File: config.mk
export PLATFORM = sky130hd
export DESIGN_NAME = fork_alloc
export DESIGN_NICKNAME = d
export VERILOG_FILES = /design/src/rtl/fork_alloc_pkg.sv /design/src/rtl/fork_elig.sv /design/src/rtl/fork_pick.sv /design/src/rtl/fork_ctx_bank.sv /design/src/rtl/fork_alloc.sv
export SDC_FILE = /design/constraint.sdc
export NUM_CORES = 1
export LEC_CHECK = 0
export BUFFER_PORTS_ARGS = -buffer_cell sky130_fd_sc_hd__buf_2
export CAP_MARGIN = 40
export CORE_UTILIZATION = 28
export CTS_BUF_LIST = sky130_fd_sc_hd__clkbuf_16
export DETAILED_ROUTE_END_ITERATION = 7
export MAX_ROUTING_LAYER = met4
export SYNTH_ARGS = -nofsm -noshare
export SYNTH_HDL_FRONTEND = slang
export SYNTH_SLANG_ARGS = --single-unit
File: constraint.sdc
create_clock -name clk_i -period 4.76 [get_ports clk_i]
set_clock_uncertainty 0.05 [all_clocks]
set_input_delay 0 -clock clk_i [delete_from_list [all_inputs] [get_ports clk_i]]
set_output_delay 0 -clock clk_i [all_outputs]
set_load 0.02 [all_outputs]
File: src/rtl/fork_alloc_pkg.sv
package fork_alloc_pkg;
  parameter int RNST_W = 2;
  parameter int KSU_W  = 2;
  parameter int ASID_W = 8;
  parameter int EXC_W  = 3;

  localparam logic [RNST_W-1:0] RNST_RUN     = '0;
  localparam logic [RNST_W-1:0] RNST_BLOCKED = RNST_W'(1);
  localparam logic [EXC_W-1:0]  EXC_NOFREE   = EXC_W'(1);

  typedef struct packed {
    logic              act;
    logic [RNST_W-1:0] rnst;
    logic              tds;
    logic              dirty;
    logic [KSU_W-1:0]  ksu;
    logic [ASID_W-1:0] asid;
  } ctx_stat_t;

  localparam ctx_stat_t STAT_RST = '{act: 1'b0, rnst: RNST_BLOCKED, tds: 1'b0,
                                     dirty: 1'b0, ksu: '0, asid: '0};
endpackage

File: src/rtl/fork_elig.sv
module fork_elig #(
  parameter int NCTX  = 8,
  parameter int IDX_W = 3,
  parameter int VPE_W = 2
) (
  input  logic [IDX_W-1:0]      ptc_i,
  input  logic [VPE_W-1:0]      req_vpe_i,
  input  logic [NCTX*VPE_W-1:0] ctx_vpe_i,
  input  logic [NCTX-1:0]       da_i,
  input  logic [NCTX-1:0]       halt_i,
  input  logic [NCTX-1:0]       act_i,
  output logic [NCTX-1:0]       elig_o
);
  for (genvar g = 0; g < NCTX; g++) begin : g_el
    logic in_range;
    logic same_pe;
    assign in_range  = (IDX_W'(g) <= ptc_i);
    assign same_pe   = (ctx_vpe_i[g*VPE_W +: VPE_W] == req_vpe_i);
    assign elig_o[g] = in_range && same_pe && da_i[g] && !halt_i[g] && !act_i[g];
  end
endmodule

File: src/rtl/fork_pick.sv
module fork_pick #(
  parameter int NCTX  = 8,
  parameter int IDX_W = 3
) (
  input  logic [NCTX-1:0]  elig_i,
  output logic             found_o,
  output logic [IDX_W-1:0] idx_o
);
  // lowest index wins: walk downward so the last hit is the lowest
  always_comb begin
    found_o = 1'b0;
    idx_o   = '0;
    for (int i = NCTX - 1; i >= 0; i--) begin
      if (elig_i[i]) begin
        found_o = 1'b1;
        idx_o   = IDX_W'(i);
      end
    end
  end
endmodule

File: src/rtl/fork_ctx_bank.sv
module fork_ctx_bank
  import fork_alloc_pkg::*;
#(
  parameter int NCTX  = 8,
  parameter int IDX_W = 3,
  parameter int XLEN  = 32
) (
  input  logic                       clk_i,
  input  logic                       rst_ni,
  input  logic                       load_i,
  input  logic [IDX_W-1:0]           sel_i,
  input  logic [XLEN-1:0]            rs_i,
  input  logic [KSU_W-1:0]           ksu_i,
  input  logic [ASID_W-1:0]          asid_i,
  input  logic [NCTX-1:0]            clr_i,
  output ctx_stat_t [NCTX-1:0]       stat_o,
  output logic [NCTX-1:0][XLEN-1:0]  rpc_o
);
  for (genvar g = 0; g < NCTX; g++) begin : g_ctx
    ctx_stat_t       stat_q;
    logic [XLEN-1:0] rpc_q;
    logic            wr;

    assign wr = load_i && (sel_i == IDX_W'(g));

    // fork write takes priority over a same-cycle deactivate
    always_ff @(posedge clk_i or negedge rst_ni) begin
      if (!rst_ni) begin
        stat_q <= STAT_RST;
        rpc_q  <= '0;
      end else if (wr) begin
        stat_q <= '{act: 1'b1, rnst: RNST_RUN, tds: 1'b0, dirty: 1'b1,
                    ksu: ksu_i, asid: asid_i};
        rpc_q  <= rs_i;
      end else if (clr_i[g]) begin
        stat_q.act  <= 1'b0;
        stat_q.rnst <= RNST_BLOCKED;
      end
    end

    assign stat_o[g] = stat_q;
    assign rpc_o[g]  = rpc_q;
  end
endmodule

File: src/rtl/fork_alloc.sv
module fork_alloc
  import fork_alloc_pkg::*;
#(
  parameter int NCTX  = 8,
  parameter int VPE_W = 2,
  parameter int XLEN  = 32,
  parameter int RD_W  = 5
) (
  input  logic                     clk_i,
  input  logic                     rst_ni,
  input  logic [((NCTX>1)?$clog2(NCTX):1)-1:0] cfg_ptc_i,
  input  logic [NCTX*VPE_W-1:0]    ctx_vpe_i,
  input  logic [NCTX-1:0]          ctx_da_i,
  input  logic [NCTX-1:0]          ctx_halt_i,
  input  logic [NCTX-1:0]          act_clr_i,
  input  logic                     fork_req_i,
  input  logic [VPE_W-1:0]         req_vpe_i,
  input  logic [XLEN-1:0]          rs_i,
  input  logic [XLEN-1:0]          rt_i,
  input  logic [RD_W-1:0]          rd_i,
  input  logic [KSU_W-1:0]         req_ksu_i,
  input  logic [ASID_W-1:0]        req_asid_i,
  output logic                     done_o,
  output logic                     fault_o,
  output logic [((NCTX>1)?$clog2(NCTX):1)-1:0] win_o,
  output logic                     gpr_we_o,
  output logic [RD_W-1:0]          gpr_rd_o,
  output logic [XLEN-1:0]          gpr_data_o,
  output logic [EXC_W-1:0]         excode_o,
  output logic [NCTX-1:0]          ctx_act_o,
  output logic [NCTX*RNST_W-1:0]   ctx_rnst_o,
  output logic [NCTX-1:0]          ctx_tds_o,
  output logic [NCTX-1:0]          ctx_dirty_o,
  output logic [NCTX*KSU_W-1:0]    ctx_ksu_o,
  output logic [NCTX*ASID_W-1:0]   ctx_asid_o,
  output logic [NCTX*XLEN-1:0]     ctx_rpc_o
);
  localparam int IDX_W = (NCTX > 1) ? $clog2(NCTX) : 1;

  ctx_stat_t [NCTX-1:0]      stat;
  logic [NCTX-1:0][XLEN-1:0] rpc;
  logic [NCTX-1:0]           act_vec;
  logic [NCTX-1:0]           elig;
  logic                      found;
  logic [IDX_W-1:0]          pick;
  logic                      load;

  for (genvar g = 0; g < NCTX; g++) begin : g_out
    assign act_vec[g]                         = stat[g].act;
    assign ctx_act_o[g]                       = stat[g].act;
    assign ctx_tds_o[g]                       = stat[g].tds;
    assign ctx_dirty_o[g]                     = stat[g].dirty;
    assign ctx_rnst_o[g*RNST_W +: RNST_W]     = stat[g].rnst;
    assign ctx_ksu_o[g*KSU_W +: KSU_W]        = stat[g].ksu;
    assign ctx_asid_o[g*ASID_W +: ASID_W]     = stat[g].asid;
    assign ctx_rpc_o[g*XLEN +: XLEN]          = rpc[g];
  end

  fork_elig #(.NCTX(NCTX), .IDX_W(IDX_W), .VPE_W(VPE_W)) u_elig (
    .ptc_i    (cfg_ptc_i),
    .req_vpe_i(req_vpe_i),
    .ctx_vpe_i(ctx_vpe_i),
    .da_i     (ctx_da_i),
    .halt_i   (ctx_halt_i),
    .act_i    (act_vec),
    .elig_o   (elig)
  );

  fork_pick #(.NCTX(NCTX), .IDX_W(IDX_W)) u_pick (
    .elig_i (elig),
    .found_o(found),
    .idx_o  (pick)
  );

  assign load = fork_req_i && found;

  fork_ctx_bank #(.NCTX(NCTX), .IDX_W(IDX_W), .XLEN(XLEN)) u_bank (
    .clk_i (clk_i),
    .rst_ni(rst_ni),
    .load_i(load),
    .sel_i (pick),
    .rs_i  (rs_i),
    .ksu_i (req_ksu_i),
    .asid_i(req_asid_i),
    .clr_i (act_clr_i),
    .stat_o(stat),
    .rpc_o (rpc)
  );

  always_ff @(posedge clk_i or negedge rst_ni) begin
    if (!rst_ni) begin
      done_o     <= 1'b0;
      fault_o    <= 1'b0;
      gpr_we_o   <= 1'b0;
      win_o      <= '0;
      gpr_rd_o   <= '0;
      gpr_data_o <= '0;
      excode_o   <= '0;
    end else begin
      done_o   <= fork_req_i;
      fault_o  <= fork_req_i && !found;
      gpr_we_o <= load;
      win_o    <= load ? pick : '0;
      if (load) begin
        gpr_rd_o   <= rd_i;
        gpr_data_o <= rt_i;
      end
      if (fork_req_i && !found) excode_o <= EXC_NOFREE;
    end
  end
endmodule

# == Yosys cells after proc, flatten, opt, wreduce, memory -nomap -nowiden ==
# Cells that the tools add are included.
# classes
muxes,33
reduce_logical,68
n_eq_ne,15
order_cmp,8
# op_table
operator,count
$mux W3,25
$logic_and A1 B1 Y1,42
$logic_not A1 Y1,17
$eq A2 B2 Y1,8
$reduce_bool A2 Y1,8
$eq A3 B3 Y1 const B,4
$le A3 B3 Y1 const A,4
$mux W1,8
$eq A3 B2 Y1 const B,2
$le A1 B3 Y1 const A,2
$le A2 B3 Y1 const A,2
$eq A3 B1 Y1 const B,1
$logic_not A3 Y1,1
# word_totals
in_bits,127
ff_bits,412
out_inout_bits,422

# == Longest topological paths before layout ==
# Gate-level depths: netlist of run 1.
# logic_depth
depth_word,16
ltp_mapped,9
depth_no_buf,5

# == Cells and area by module ==
# Synthesis of run 1 repeated with hierarchy kept, for this count alone.
# hier_totals
cells_unflattened,944
hier_area_um2,16138.0
# by_module_without_submodules
mod,cells_per_inst,area_each_um2,n_inst,seq_area_each_um2
fork_ctx_bank,797,14054.7,1,9018.6
fork_alloc,95,1686.6,1,1101.1
fork_elig,39,316.6,1,0.0
fork_pick,13,80.1,1,0.0

# == Least setup slack after synthesis of run 1 ==
# No wires, ideal clock.
# synth_path
kind,reg2reg
startpoint,reg u_bank.g_ctx[3].stat_q (netlist bit u_bank.stat_o[59])
endpoint,reg u_bank.g_ctx[3].rpc_q[0]
stages_incl_launch_ff,7
arrival_ns,2.280
path_slack_ns,2.305
synth_period_minus_slack_ns,2.455
setup_time_ns,0.125
path_cell_list,dfrtp_1 -> or3b_2 -> nor4_2 -> nand2_1 -> nor2_1 -> buf_2 -> mux2_2
# synth_via
elab_chain_cells,8
elab_cells_between_ends,13
classes_between,1 x eq/ne; 8 x mux; 4 x reduce/logical
# synth_rtl
element,line_no,rtl
from (decl),fork_ctx_bank.sv:20,ctx_stat_t stat_q;
from (signal assigned),fork_ctx_bank.sv:32,"stat_q <= '{act: 1'b1, rnst: RNST_RUN, tds: 1'b0, dirty: 1'b1,"
$logic_not A1 Y1 (*),fork_elig.sv:19,assign elig_o[g] = in_range && same_pe && da_i[g] && !halt_i[g] && !act_i[g];
$logic_and A1 B1 Y1 (*),fork_elig.sv:19,
$mux W3 or $mux W1 (tied branches) (4 in a row),fork_pick.sv:14,if (elig_i[i]) begin
$eq A3 B2 Y1 or $logic_and A1 B1 Y1 (tied branches),"fork_ctx_bank.sv:24, fork_alloc.sv:75",
$logic_and A1 B1 Y1 (*),fork_ctx_bank.sv:24,assign wr = load_i && (sel_i == IDX_W'(g));
to (signal assigned),fork_ctx_bank.sv:34,rpc_q <= rs_i;
to (decl),fork_ctx_bank.sv:21,logic [XLEN-1:0] rpc_q;
# Mark *: on every way between the ends. The rest lies on a longest branch, timed or not.
# A chain may end at the register's enable or synchronous reset.

# == Worst setup path after layout of run 1 ==
# layout_path
startpoint,reg u_bank.g_ctx[3].stat_q (netlist bit u_bank.stat_o[59])
endpoint,reg u_bank.g_ctx[6].stat_q (netlist bit u_bank.stat_o[97])
# layout_via
elab_chain_cells,8
elab_cells_between_ends,13
classes_between,1 x eq/ne; 8 x mux; 4 x reduce/logical
# layout_rtl
element,line_no
$logic_not A1 Y1 (*),fork_elig.sv:19
$logic_and A1 B1 Y1 (*),fork_elig.sv:19
$mux W3 or $mux W1 (tied branches) (4 in a row),fork_pick.sv:14
$eq A3 B3 Y1 or $logic_and A1 B1 Y1 (tied branches),"fork_ctx_bank.sv:24, fork_alloc.sv:75"
$logic_and A1 B1 Y1 (*),fork_ctx_bank.sv:24
to (signal assigned),fork_ctx_bank.sv:32
to (decl),fork_ctx_bank.sv:20
# Marked as above.

==> results of run 1 <==
what timing repair did:
| action | 4_1_cts | 5_1_grt |
|---|---|---|
| hold endpoints to repair | 476 | 0 |
| hold buffers | 94 | 0 |
| buffers inserted | 0 | 0 |
| resized for setup | 0 | 0 |
per-layer routing:
metal | wire length (um) | track usage [%] | up-vias
li1 | - | - | 4602
met1 | 20300 | 21.4 | 5420
met2 | 23100 | 27.9 | 378
met3 | 2940 | 4.04 | 71
met4 | 1060 | 4.83 | 0
met5 | 0 | - | -
worst max-delay path: cells and delay by family (launching register included):
family | cells | cell delay [ns]
DFF | 1 | 0.39
buffers and inverters | 1 | 0.28
muxes | 1 | 0.30
and+or+nand+nor | 4 | 2.16
synth_stat cells (4+ instances only):
cell,number
sky130_fd_sc_hd__nand2_1,5
sky130_fd_sc_hd__mux2_1,4
sky130_fd_sc_hd__xnor2_1,12
sky130_fd_sc_hd__inv_1,11
sky130_fd_sc_hd__or2_2,5
sky130_fd_sc_hd__buf_4,21
sky130_fd_sc_hd__nor2_1,12
sky130_fd_sc_hd__nand4_1,7
sky130_fd_sc_hd__dfstp_2,8
sky130_fd_sc_hd__mux2_4,37
sky130_fd_sc_hd__buf_2,18
sky130_fd_sc_hd__dfrtp_1,396
sky130_fd_sc_hd__mux2_2,332
sky130_fd_sc_hd__xor2_1,4
sky130_fd_sc_hd__o21ai_0,5
sky130_fd_sc_hd__buf_6,7
sky130_fd_sc_hd__clkbuf_1,13
sky130_fd_sc_hd__nand2b_1,4
sky130_fd_sc_hd__o21a_1,5
worst paths after layout:
kind | from | endpoint | slack (ns) | cells after the start
max in group asynchronous | rst_ni | gpr_data_o[22] | 3.54 | 3
hold / removal | rst_ni | u_bank.g_ctx[1].rpc_q[10] | -0.009 | 2
hold reg to reg | u_bank.stat_o[70] | u_bank.stat_o[70] | 0.41 | 1
min in group clk_i | ctx_da_i[0] | win_o[0] | 0.11 | 4
setup / recovery | u_bank.stat_o[59] | u_bank.stat_o[97] | 1.44 | 6
setup reg to reg | u_bank.stat_o[59] | u_bank.stat_o[97] | 1.44 | 6
stage by stage:
step,cells,total power [mW]
after detailed placement,2144,8.07
after global placement,2142,8.00
after global routing,2322,11.9
after CTS,2318,11.5
final,2322,11.3
after floorplan,958,6.69
state kept, by name, indices dropped and copies added (netlist names):
name / flops
win_o: 3
u_bank.g_ctx.rpc_q: 256
gpr_we_o: 1
gpr_rd_o: 5
done_o: 1
u_bank.stat_o: 104
fault_o: 1
gpr_data_o: 32
excode_o: 1
cells in the final DEF (no fill, tap or decap), drive strengths merged:
master       synthesis  final
buf                 46    549
dfrtp              396    396
mux2               373    373
dlygate4sd3          0     94
clkbuf              13     47
inv                 11     22
clkinv               0     19
conb                 1     18
xnor2               12     12
nor2                12     12
dfstp                8      8
nand4                7      7
or2                  6      6
o21ai                5      5
o21a                 5      5
nand2                5      5
nor3                 5      5
diode                0      4
xor2                 4      4
nand2b               4      4
nor4bb               3      3
nor3b                3      3
a21o                 3      3
nand3                3      3
bufinv               0      2
or4                  2      2
nor4                 2      2
nand4bb              1      1
and2                 1      1
o2111a               1      1
a21oi                1      1
or3b                 1      1
or3                  1      1
o41ai                1      1
a31oi                1      1
and4                 1      1
a211oi               1      1
o2111ai              1      1
o22ai                1      1
clkinvlp             0      1
cell type report:
class,instances,area (um^2)
Antenna cell,4,10.0
Clock buffer,47,1180
Clock inverter,33,213
Fill cell,5125,32900
Inverter,11,41.3
Multi-Input combinational cell,484,5100
Sequential cell,404,10100
Tap cell,696,871
Timing Repair Buffer,643,3830
cell families after synthesis:
logic type	synth area share, %
and+or+nand+nor	2.27
xor gates and xnor gates	0.903
muxes	28.0
other	0.0242
AOI/OAI and AO/OA	0.943
buffers and inverters	2.68
DFF	65.2
power by group through the flow:
stage / clock network [mW] / logic, mW / registers, mW
2_1_floorplan: 0 / 0.851 / 5.84
3_3_place_gp: 0 / 3.26 / 4.74
3_5_place_dp: 0 / 3.29 / 4.78
4_1_cts: 3.40 / 3.35 / 4.73
5_1_grt: 3.53 / 3.50 / 4.84
6_report: 3.28 / 3.32 / 4.73
==> run summary, run 1 <==
The worst-case setup slack after placement is 1.41 ns. The synthesized area divided by synthesized cell count came out at 16.5 um^2. The final cell utilization of the core is 39.4%. The total overflow left after global routing is 0. The run finished, with violations left. Internal power comes to 7.53 mW. Sequential cells burn about two fifths of the power. The floorplan step defined a die boundary enclosing ~0.056 mm^2. The via density per instance came out at 4.51.

The fraction of synthesized cell area taken by the top area cell type came out at 63.9%. After layout, the worst path uses roughly 70% of the clock period. The path class of the tightest hold or removal check is input pin to async pin.

Setup repair after global routing left no endpoint under its margin. The worst hold slack across all endpoints came out at -0.00852 ns. Across the run, the number of max-cap violations was 0. The via count is 10471. The remaining number of nets flagged by the antenna check after routing is 0. The cell taking the most area after synthesis is sky130_fd_sc_hd__dfrtp_1. The via count of the first global-routing pass came to 11263. Combinational logic burns 29.3% of the power. Data on the critical path arrives at its endpoint at 3.71 ns.

The total DRC errors in the routed layout is 0. The starting DRC count in detailed routing is roughly 400. The global-route wire length before repair is 71.1 mm. The post-synthesis sequential area ratio is 65.2%.

The clock-pin slew on the worst setup and hold paths is around 0.06 ns. Global routing consumed, over all layers together, 17.2% of the routing resources. The number of hold violations in the final report is 3. The power density relative to cell area is 531 mW/mm^2. The setup path with the least slack is of type flop to flop.

Clock latency on the worst-skew pair, taken at its later pin, is 0.56 ns. The largest incremental delay on the critical path is 0.79 ns. The number of antenna violations at the first check in global routing was 4. The post-route worst setup slack is 1.44 ns. The top fanout value on the critical path came out at 37. The clock tree root driver cell is sky130_fd_sc_hd__clkbuf_16. The number of flip-flops and latches in the synthesized netlist is 404. The slowest library cell on the worst path is sky130_fd_sc_hd__or4_4. The die boundary height is 237 um. The relative contribution of the clock network to total power came out at 29.0%. In this run the tightest slew margin relative to its limit is 41.1%. The count of standard-cell rows is 85. The transition time at the pin with the least slew margin came out at 0.883 ns. The final reports fail on hold timing. The largest net degree at the start of global routing is roughly 120.

The buffer levels on the longest clock path is 3. The share of total power consumed by net switching is roughly a third. The die width is 237 um. For this run, asynchronously set or reset flops after synthesis account for 100%. TritonCTS built the clock tree.

The I/O pin count came out at 549. The peak ir drop on the vdd network came out at 0.388 mV. The final RePlAce weighted congestion came out at 0.796.

The highest clock rate is roughly 0.30 GHz. The share of cells above drive strength 1 is 62.0%. The TritonCTS sink count came out at 404. Yosys attributes the largest share of cell area to sky130_fd_sc_hd__dfrtp_1, sky130_fd_sc_hd__mux2_2, sky130_fd_sc_hd__mux2_4. The area of all placed cells without fillers is 0.0214 mm^2. The number of I/O port buffers is 530. In the final routed layout, each cell accounts on average for 20.4 um.

STA classifies the critical path endpoint as a flop. The area inside the core boundary is 0.0542 mm^2. The first detailed-routing pass took 4 iterations. The max-slew violation count came out at 0.

The count of yosys warnings during synthesis came out at 0. The leakage power figure is 11.1 nW. STA classifies the critical path startpoint as a flop. The total setup violations reported at the end of the flow is 0. The cell count after synthesis came out at ~940. The total number of nets in the final design came out at 1716. Data on the critical path is required at its endpoint by 5.16 ns. In this run the cell area measured after placement is ~0.019 mm^2. The sum of net half-perimeters after detailed placement came out at 33.0 mm.

The area added between synthesis and finish is 37.7%. The number of library cell types mapped by synthesis came out at 42. The effective utilization at floorplan came out at 28.6%. The CTS buffer count is 45.

The final critical-path required period is 3.32 ns. The number of synthesized flops with an enable pin came out at 0. Among all flip-flop cells after synthesis, the most frequent one is sky130_fd_sc_hd__dfrtp_1.

The net switching power figure came out at 3.82 mW. After synthesis the cells add up to 0.0155 mm^2. The number of H-tree branching levels came out at 2. Summed over all failing endpoints, the final setup total negative slack is 0 ns. The critical path goes through or3b_2, nor4_2, or2_1, or4_4, buf_4, mux2_4.

Summed over all layers, the routed wires come to around 47 mm.
(Power assumes the default switching activity.)
==> inputs of run 2 (changes only) <==
==> constraint.sdc (replaced) <==
create_clock -name clk_i -period 3 [get_ports clk_i]
set_clock_uncertainty 0.05 [all_clocks]
set_input_delay 0 -clock clk_i [delete_from_list [all_inputs] [get_ports clk_i]]
set_output_delay 0 -clock clk_i [all_outputs]
set_load 0.02 [all_outputs]
==> run summary, run 2 (synthesis results as in run 1) <==
The top fanout value on the critical path is 39. The H-tree was split into 2 levels. The endpoint required time on the critical path is 3.39 ns. The library cells used most frequently in the layout, excluding fill and tap cells, are sky130_fd_sc_hd__buf_2, sky130_fd_sc_hd__dfrtp_1, sky130_fd_sc_hd__mux2_2.

At the end of routability-driven placement, the weighted congestion stood at 0.783. The run finished with clean final reports. In this run the horizontal extent of the chip is 237 um. The sum of net half-perimeters after detailed placement is 32.9 mm. Final hold analysis gives a worst-case slack of 0.0347 ns. The depth of the worst register-to-register path came out at 6. Entering global routing, the biggest net connects 92 pins. The floorplan step defined a die boundary enclosing 0.0564 mm^2. The library cell used most frequently in the layout, excluding fill and tap cells, is sky130_fd_sc_hd__buf_2. The fraction of the cycle the final worst path needs came out at between 90% and 100%. The number of setup buffers added after CTS is 0.

The transition time at the pin with the least slew margin came out at 0.796 ns. The largest single stage delay on the critical path is about 0.49 ns. STA classifies the critical path startpoint as a flop. Setup repair after global routing left no endpoint under its margin. The worst register-to-register path begins at u_bank.stat_o[74]. The total setup violations reported at the end of the flow came out at 0. The layout has 5072 filler cells. The post-route netlist has between 60% and 70% of its cells at a drive strength greater than 1. The register containing the most flip-flops in the final layout is u_bank.g_ctx.rpc_q. The effective utilization at floorplan is between 20 and 30%. The via count came out at around 11000.

The setup TNS came out at 0 ns. The total DRC errors in the routed layout came out at 0. The peak ir drop on the vdd network came out at 0.509 mV. Measured against its own limit, the worst slew margin works out to 46.9%. The number of instances in the placed design came out at 2152. The remaining number of nets flagged by the antenna check after routing came out at 0.

The final layout contains 1726 nets. The total power of the final layout is between 15 and 20 mW. The critical path goes through nor4bb_2, nand3_1, nand4_1, o41ai_4, buf_4, mux2_2. The via count of the first global-routing pass came out at 11244.

From synthesis to final layout, the design area changed by 38.0%. In this run, the number of DRC markers left after iteration 0 of detailed routing was 397. The worst register-to-register path ends at gpr_data_o[24]. In this run the clock root is driven by a sky130_fd_sc_hd__clkbuf_16. Counting the buffers created by CTS gives 46. STA classifies the critical path endpoint as a flop. Global routing used 17.2% of the available tracks.

The die boundary height came out at 237 um. The power density relative to cell area came out at 831 mW/mm^2. The global-route wire length before repair came out at 71.2 mm. For this design the static power due to leakage is around 11 nW.

The count of standard-cell rows is 85. After clock tree synthesis, the clock-pin slew on the worst setup and hold paths is 0.05 ns. The number of hold violations in the final report is 0. The signal arrival time at the worst endpoint is 3.10 ns.

The final critical-path required period is 2.71 ns. The pre-antenna-repair detailed-routing pass consisted of 6 iterations. The clock tree from TritonCTS is yes. The routed wire length per instance is 20.5 um. The I/O pin count came out at 549. The via density per instance came out at 4.52. The aggregate routed wire length came out at about 48 mm. The TritonCTS sink count came out at 404. By startpoint and endpoint, the worst setup path is classified as flop to flop. The setup slack of the most critical reg-to-reg path is 0.29 ns. After the flow finishes, the layout carries non-filler instances totaling ~2300.

The tightest min-delay check is of the input pin to async pin type. For this design, the slowest cell found on the critical path is sky130_fd_sc_hd__dfrtp_1. The total overflow reported by the global router came out at 0. The number of flip-flops under the largest register name came out at around 260.

The insertion delay to the later sink of the worst-skew pair came out at about 0.56 ns. The max-slew violation count came to 0. The area inside the core boundary is 0.0542 mm^2. The number of I/O port buffers came out at 530. The number of antenna violations at the first check in global routing is 7. The buffer levels on the longest clock path is 3.

The number of max-cap violations is 0. Based on the critical path, the design can be clocked at up to 0.369 GHz.
[run 2: cell type report]
class	instances	area, um^2	area share (%)
sequential	404	10100	47.3
multi-input combinational	484	5110	23.9
timing repair buffer	652	3930	18.3
clock buffer	46	1150	5.38
tap	696	871	4.07
clock inverter	30	176	0.824
inverter	11	41.3	0.193
antenna	7	17.5	0.0818
[run 2: worst max-delay path by stage]
stage                      start                        end  slack (ns)  cells after the start
3_3_place_gp   u_bank.stat_o[74]  u_bank.g_ctx[4].rpc_q[11]        0.02                      5
3_5_place_dp   u_bank.stat_o[74]  u_bank.g_ctx[4].rpc_q[17]        0.09                      5
5_1_grt        u_bank.stat_o[74]             gpr_data_o[13]        0.11                      6
6_report       u_bank.stat_o[74]             gpr_data_o[24]        0.29                      6
4_1_cts        u_bank.stat_o[74]  u_bank.g_ctx[4].rpc_q[22]        0.06                      5
2_1_floorplan  u_bank.stat_o[59]   u_bank.g_ctx[3].rpc_q[0]        0.54                      6
[run 2: what timing repair did]
action                                  4_1_cts  5_1_grt
gates resized for setup                       0        1
endpoints found under the setup margin        0       68
hold endpoints to repair                    541        0
hold buffers                                 95        0
[run 2: worst max-delay path: cells and delay by family (launching register included)]
family,cells,cell delay [ns]
compound gates,1,0.40
flops,1,0.49
simple gates,3,0.72
buf+inv,1,0.48
mux,1,0.40
[run 2: through the flow]
stage	setup slack, ns	utilization, %	area, um^2
4_1_cts	0.0641	39.4	21400
6_report	0.289	39.5	21400
3_5_place_dp	0.0888	35.2	19100
5_1_grt	0.115	39.5	21400
2_1_floorplan	0.545	-	15600
3_3_place_gp	0.0248	35.2	19100
[run 2: metal layers]
metal	vias to the layer above	global-route usage, %	share of wire [%]
met5	-	-	0
met4	0	6.47	3.1
met3	90	4.15	6.4
met2	415	27.8	49
met1	5406	20.8	42
li1	4622	-	-
[run 2: report_power, final]
part | leakage (nW) | switching (mW) | internal (mW) | total [mW]
combinational | 5.24 | 3.14 | 2.13 | 5.27
clock | 0.692 | 2.16 | 2.85 | 5.00
sequential | 5.16 | 0.694 | 6.82 | 7.52
